[src/rtl/ee_pkg.sv]
package ee_pkg;
   typedef enum logic [1:0] {
      SEL_ADDR = 2'd0,
      SEL_DATA = 2'd1,
      SEL_CTRL = 2'd2,
      SEL_NONE = 2'd3
   } ee_sel_e;

   // control register bit positions (software-visible)
   localparam int CB_RD  = 0;
   localparam int CB_WR  = 1;
   localparam int CB_ARM = 2;
   localparam int CB_IEN = 3;
   localparam int CB_NUM = 4;
endpackage

[src/rtl/ee_hold_timer.sv]
// Down-counter that stays active for CNT_MAX cycles after start; clr wins.
module ee_hold_timer #(
   parameter int CNT_MAX = 4
) (
   input  logic clk,
   input  logic rst_n,
   input  logic start,
   input  logic clr,
   output logic active
);
   localparam int W = $clog2(CNT_MAX + 1);

   logic [W-1:0] cnt;

   always_ff @(posedge clk or negedge rst_n) begin
      if (!rst_n)
         cnt <= '0;
      else if (clr)
         cnt <= '0;
      else if (start)
         cnt <= W'(CNT_MAX);
      else if (cnt != '0)
         cnt <= cnt - 1'b1;
   end

   assign active = (cnt != '0);
endmodule

[src/rtl/ee_write_engine.sv]
// Self-timed write: captures address/data at start, commits after WR_CYCLES.
module ee_write_engine #(
   parameter int ADDR_W    = 7,
   parameter int DATA_W    = 8,
   parameter int WR_CYCLES = 64
) (
   input  logic              clk,
   input  logic              rst_n,
   input  logic              start,
   input  logic [ADDR_W-1:0] addr_in,
   input  logic [DATA_W-1:0] data_in,
   output logic              busy,
   output logic              commit,
   output logic [ADDR_W-1:0] c_addr,
   output logic [DATA_W-1:0] c_data
);
   localparam int CW = $clog2(WR_CYCLES + 1);

   logic [CW-1:0] cnt;

   always_ff @(posedge clk or negedge rst_n) begin
      if (!rst_n) begin
         busy   <= 1'b0;
         cnt    <= '0;
         c_addr <= '0;
         c_data <= '0;
      end else if (start && !busy) begin
         busy   <= 1'b1;
         cnt    <= CW'(WR_CYCLES);
         c_addr <= addr_in;
         c_data <= data_in;
      end else if (busy) begin
         if (cnt == CW'(1)) begin
            busy <= 1'b0;
            cnt  <= '0;
         end else begin
            cnt <= cnt - 1'b1;
         end
      end
   end

   assign commit = busy && (cnt == CW'(1));
endmodule

[src/rtl/ee_store.sv]
// Byte array model of the nonvolatile store: synchronous write, async read.
module ee_store #(
   parameter int ADDR_W = 7,
   parameter int DATA_W = 8
) (
   input  logic              clk,
   input  logic              we,
   input  logic [ADDR_W-1:0] waddr,
   input  logic [DATA_W-1:0] wdata,
   input  logic [ADDR_W-1:0] raddr,
   output logic [DATA_W-1:0] rdata
);
   localparam int DEPTH = 1 << ADDR_W;

   logic [DATA_W-1:0] mem [DEPTH];

   always_ff @(posedge clk) begin
      if (we)
         mem[waddr] <= wdata;
   end

   assign rdata = mem[raddr];
endmodule

[src/rtl/ee_byte_ctrl.sv]
module ee_byte_ctrl
   import ee_pkg::*;
#(
   parameter int ADDR_W    = 7,
   parameter int DATA_W    = 8,
   parameter int WR_CYCLES = 64,
   parameter int RD_HOLD   = 4,
   parameter int WR_HOLD   = 2,
   parameter int ARM_WIN   = 4,
   parameter bit IRQ_PULSE = 1'b0
) (
   input  logic              clk,
   input  logic              rst_n,
   input  logic [1:0]        bus_sel,
   input  logic              bus_we,
   input  logic [DATA_W-1:0] bus_wdata,
   output logic [DATA_W-1:0] bus_rdata,
   output logic              cpu_hold,
   output logic              irq
);
   localparam int PAD_A = DATA_W - ADDR_W;
   localparam int PAD_C = DATA_W - CB_NUM;

   // elaboration-time parameter checks
   if (ADDR_W >= DATA_W) begin : g_bad_aw
      $error("ADDR_W must leave at least one reserved bit below DATA_W");
   end
   if (DATA_W < CB_NUM) begin : g_bad_dw
      $error("DATA_W too narrow for the control register");
   end
   if (WR_CYCLES <= WR_HOLD) begin : g_bad_wc
      $error("WR_CYCLES must exceed WR_HOLD");
   end
   if (RD_HOLD < 1 || WR_HOLD < 1 || ARM_WIN < 1) begin : g_bad_hold
      $error("hold and arm lengths must be at least one cycle");
   end

   logic              ctrl_wr, addr_wr, data_wr;
   logic              rd_start, wr_start, arm_set;
   logic              rd_hold, wr_hold, arm_on;
   logic              wr_busy, commit;
   logic [ADDR_W-1:0] addr_q, c_addr;
   logic [DATA_W-1:0] data_q, c_data, store_rd;
   logic              ien_q;

   assign ctrl_wr = bus_we && (bus_sel == SEL_CTRL);
   assign addr_wr = bus_we && (bus_sel == SEL_ADDR);
   assign data_wr = bus_we && (bus_sel == SEL_DATA);

   // write start needs a live arm window; write start beats read start
   assign wr_start = ctrl_wr && bus_wdata[CB_WR] && arm_on && !wr_busy && !cpu_hold;
   assign rd_start = ctrl_wr && bus_wdata[CB_RD] && !wr_busy && !cpu_hold && !wr_start;
   assign arm_set  = ctrl_wr && bus_wdata[CB_ARM] && !wr_start;

   ee_hold_timer #(.CNT_MAX(ARM_WIN)) u_arm (
      .clk(clk), .rst_n(rst_n), .start(arm_set), .clr(wr_start), .active(arm_on)
   );

   ee_hold_timer #(.CNT_MAX(RD_HOLD)) u_rd_hold (
      .clk(clk), .rst_n(rst_n), .start(rd_start), .clr(1'b0), .active(rd_hold)
   );

   ee_hold_timer #(.CNT_MAX(WR_HOLD)) u_wr_hold (
      .clk(clk), .rst_n(rst_n), .start(wr_start), .clr(1'b0), .active(wr_hold)
   );

   assign cpu_hold = rd_hold | wr_hold;

   ee_write_engine #(.ADDR_W(ADDR_W), .DATA_W(DATA_W), .WR_CYCLES(WR_CYCLES)) u_eng (
      .clk(clk), .rst_n(rst_n), .start(wr_start),
      .addr_in(addr_q), .data_in(data_q),
      .busy(wr_busy), .commit(commit), .c_addr(c_addr), .c_data(c_data)
   );

   ee_store #(.ADDR_W(ADDR_W), .DATA_W(DATA_W)) u_store (
      .clk(clk), .we(commit), .waddr(c_addr), .wdata(c_data),
      .raddr(addr_q), .rdata(store_rd)
   );

   // address register: reset value left unspecified
   always_ff @(posedge clk) begin
      if (addr_wr)
         addr_q <= bus_wdata[ADDR_W-1:0];
   end

   always_ff @(posedge clk or negedge rst_n) begin
      if (!rst_n) begin
         data_q <= '0;
         ien_q  <= 1'b0;
      end else begin
         if (data_wr)
            data_q <= bus_wdata;
         else if (rd_start)
            data_q <= store_rd;
         if (ctrl_wr)
            ien_q <= bus_wdata[CB_IEN];
      end
   end

   always_comb begin
      unique case (bus_sel)
         SEL_ADDR: bus_rdata = {{PAD_A{1'b0}}, addr_q};
         SEL_DATA: bus_rdata = data_q;
         SEL_CTRL: bus_rdata = {{PAD_C{1'b0}}, ien_q, arm_on, wr_busy, rd_hold};
         default:  bus_rdata = '0;
      endcase
   end

   if (IRQ_PULSE) begin : g_irq_pulse
      logic busy_d, irq_q;
      always_ff @(posedge clk or negedge rst_n) begin
         if (!rst_n) begin
            busy_d <= 1'b0;
            irq_q  <= 1'b0;
         end else begin
            busy_d <= wr_busy;
            irq_q  <= ien_q && busy_d && !wr_busy;
         end
      end
      assign irq = irq_q;
   end else begin : g_irq_level
      assign irq = ien_q && !wr_busy;
   end
endmodule

[config.mk]
export PLATFORM = sky130hd
export DESIGN_NAME = ee_byte_ctrl
export DESIGN_NICKNAME = d
export VERILOG_FILES = /design/src/rtl/ee_pkg.sv /design/src/rtl/ee_hold_timer.sv /design/src/rtl/ee_write_engine.sv /design/src/rtl/ee_store.sv /design/src/rtl/ee_byte_ctrl.sv
export SDC_FILE = /design/constraint.sdc
export NUM_CORES = 1
export LEC_CHECK = 0
export BUFFER_PORTS_ARGS = -buffer_cell sky130_fd_sc_hd__buf_2
export CORE_MARGIN = 2
export CORE_UTILIZATION = 57
export DETAILED_ROUTE_END_ITERATION = 6
export PLACE_DENSITY = 0.78
export REMOVE_ABC_BUFFERS = 1
export SLEW_MARGIN = 20
export SYNTH_ARGS = -nofsm -noshare
export SYNTH_HDL_FRONTEND = slang
export SYNTH_SLANG_ARGS = --single-unit
export TNS_END_PERCENT = 20
[constraint.sdc]
create_clock -name clk -period 2.4 [get_ports clk]
set_clock_uncertainty 0.15 [all_clocks]
set_input_delay 0.48 -clock clk [delete_from_list [all_inputs] [get_ports clk]]
set_output_delay 0.48 -clock clk [all_outputs]
set_load 0.01 [all_outputs]
==> results.py <==
metrics = {
    "timing": {
        "hold_viol_final": 0,
        "maxSlewViolCount": 0,
        "fin_ws_ps": -483.8,
        "worstMarginPinSlew_ps": 1062,
        "setup_viol": 826,
        "rsz0062_at_grt": "yes",
        "max_freq_ghz": 0.3468,
        "slew_headroom_pct": 28.96,
        "fin_crit_ps": 2884,
        "finalCritPeriodShare_pct": 120.2,
    },
    "clock_tree": {
        "cts_buffer_depth": 3,
        "cts_tree": "built",
        "path_clk_slew_ps": 60,
        "h-tree-depth": 3,
        "cts-root-buf": "clkbuf_16",
        "clock_latency_ps": 700,
        "cts_buffers": 106,
        "cts_num_sinks": 1078,
    },
    "global_routing": {
        "grt_pass1_wl_um": 173500,
        "antenna_found_initial": 2,
        "grt_pass1_vias": 25519,
        "gr-usage-all-layers_pct": 31.48,
        "grt.overflow.total": 0,
        "grt_max_degree": 81,
    },
    "setup_path": {
        "end_kind": "flip-flop",
        "rr_endpoint": "data_q[3]",
        "worstPathRequired_ps": 2810,
        "start_kind": "flip-flop",
        "rr_worst_depth": 10,
        "r2r_slack_ps": -480,
        "worst-endpoint-arrival_ps": 3290,
        "path_class": "flip-flop to flip-flop",
        "critical_path_peak_fanout": 6,
    },
    "finish": {
        "nNetsFinal": 2650,
        "layout_common_cells": "1031 x edfxtp_1, 273 x buf_4, 236 x mux4_2",
        "fin_area_um2": 52720,
        "diodes": 0,
        "final_common_cell": "edfxtp_1",
        "drive_gt1_share_pct": 40.07,
        "area_growth_pct": 24.65,
        "instances_no_fill": 3679,
        "final_util_pct": 72.01,
    },
    "flow_run": {
        "drv_cap": 0,
    },
    "route": {
        "post-route-drc-count": 0,
        "routed_via_density": 6.915,
        "drtPass1Iterations": 6,
        "drt_wl_total_um": 125100,
        "post_drt_wl_per_cell_um": 34.01,
        "num_vias": 25440,
        "ant_nets": 0,
        "drt-initial-drc-count": 4099,
    },
    "floorplanning": {
        "ios": 23,
        "die-width_um": 276.4,
        "coreArea_um2": 73210,
        "dieArea_um2": 76390,
        "die_h_um": 276.4,
        "row_count": 99,
        "start_util_pct": 57.77,
    },
    "yosys": {
        "ys_ff_latch": 1078,
        "synthArstFlopShare_pct": 3.711,
        "yosysTopAreaCell": "edfxtp_1",
        "ys.flop_type": "edfxtp_1",
        "synth_cells": 2145,
        "synth.avg_cell_area_um2": 19.72,
        "synth_cell_types": 54,
        "synth_edf_count": 1031,
        "yosysWarnings": 0,
        "yosys-top-cells-area": "edfxtp_1 73%, mux4_2 13%, dfrtp_1 2.4%",
        "ys_seq_area_share_pct": 75.90,
        "synth_top_area_share_pct": 73.20,
        "syn_area_um2": 42290,
    },
    "hold_path": {
        "worstHoldPathType": "input pin to async pin",
    },
    "placed_design": {
        "dp_hpwl_um": 69920,
        "port_buffers": 22,
        "pre_cts_slack_ps": -588.8,
        "gp_congestion": 0.9997,
        "place_area_um2": 46530,
        "place_inst": 3412,
    },
    "power": {
        "ir_drop_v": 0.0005883,
        "totalPowerFinal_w": 0.03968,
        "powerDensity_nw_per_um2": 752.6,
        "power_leakage_nw": 15.10,
    },
    "outcome": {
        "violations": "negative setup slack",
        "status": "finished, violations left",
    },
}
critical path, cell delays in order, from the launching register on:
cell      delay (ps)
dfxtp_4          380
buf_12           170
buf_4            130
buf_8            120
buf_4            150
mux4_2           550
o211ai_1         260
a41oi_1          190
a41oi_2          370
buf_4            180
o211ai_1          80
state kept, by name (all words and copies together), names as in the netlist, named ones only:
name	count
u_store.mem	1024
data_q	8
u_eng.c_data	8
addr_q	7
u_eng.c_addr	7
u_eng.cnt	7
u_arm.cnt	3
u_rd_hold.cnt	3
u_wr_hold.cnt	2
ien_q	1
u_eng.busy	1
synth_stat cells (all sizes together), types with 6 or more instances:
| cell | instances |
|---|---|
| edfxtp | 1031 |
| mux4 | 236 |
| nor2 | 154 |
| nand2 | 118 |
| mux2i | 69 |
| buf | 61 |
| clkbuf | 52 |
| a22oi | 47 |
| dfrtp | 40 |
| nand3 | 36 |
| o21ai | 29 |
| a31oi | 21 |
| o22ai | 20 |
| mux2 | 19 |
| a21oi | 18 |
| inv | 18 |
| a221oi | 17 |
| nor2b | 16 |
| and2 | 12 |
| nand2b | 12 |
| a211oi | 11 |
| nor3 | 10 |
| o211ai | 8 |
| o31ai | 8 |
| dfxtp | 7 |
| ha | 7 |
| nand4 | 7 |
| a41oi | 6 |
| and3b | 6 |
| nor3b | 6 |
| or2 | 6 |
cell families (layout without fill, tap and decap cells):
family	Yosys count	in the layout	share of synthesized area, %
simple gates	398	398	4.225
buf+inv	132	707	1.565
flops	1078	1078	75.90
xor+xnor	3	3	0.06214
fa+ha+maj	7	7	0.2071
compound gates	203	203	3.334
mux	324	324	14.71
what timing repair did:
| item | CTS | global route |
|---|---|---|
| resized for setup | 297 | 196 |
| setup endpoints to repair | 1034 | 1033 |
| hold buffers | 8 | 0 |
| hold endpoints to repair | 41 | 0 |
| gates cloned | 13 | 1 |
| pin swaps | 57 | 61 |
| setup buffers | 38 | 15 |
metrics by stage:
step	hold slack, ps	setup TNS, ps
6_report	207.1	-73570
5_1_grt	271.5	-142130
4_1_cts	198.6	-67590
3_5_place_dp	340.2	-234520
3_3_place_gp	311.3	-111680
2_1_floorplan	34.41	-135710
where the power goes:
part           internal (W)  switching, W  leakage [nW]
Combinational       0.00100       0.00121          5.74
Clock               0.00967       0.00734          1.70
Sequential           0.0204      0.000105          7.67
Total                0.0310       0.00865          15.1
routing by layer:
layer	vias up	track usage, %	wire length [µm]
met2	2183	50.13	60000
met5	-	0	69
met3	546	7.546	15340
met4	6	17.57	8426
li1	9774	-	-
met1	12931	40.35	41280
how the worst max path moves through the flow:
stage                     startpoint         to  cells after the start
after floorplan            flip-flop  data_q[5]                      6
after global placement     flip-flop  data_q[4]                      8
after detailed placement   flip-flop  data_q[4]                      8
after CTS                  flip-flop  data_q[4]                      9
after global routing       flip-flop  data_q[3]                     10
final                      flip-flop  data_q[3]                     10
layout make-up:
class	count	area, µm²
flip-flops and latches	1078	32150
fillers	3826	20490
multi-input cells	935	10620
repair buffers	490	5156
clock buffers	133	2785
well taps	959	1200
clock inverters	65	737.0
inverters	19	73.82
Note: power is estimated with default switching activity, not from simulation.
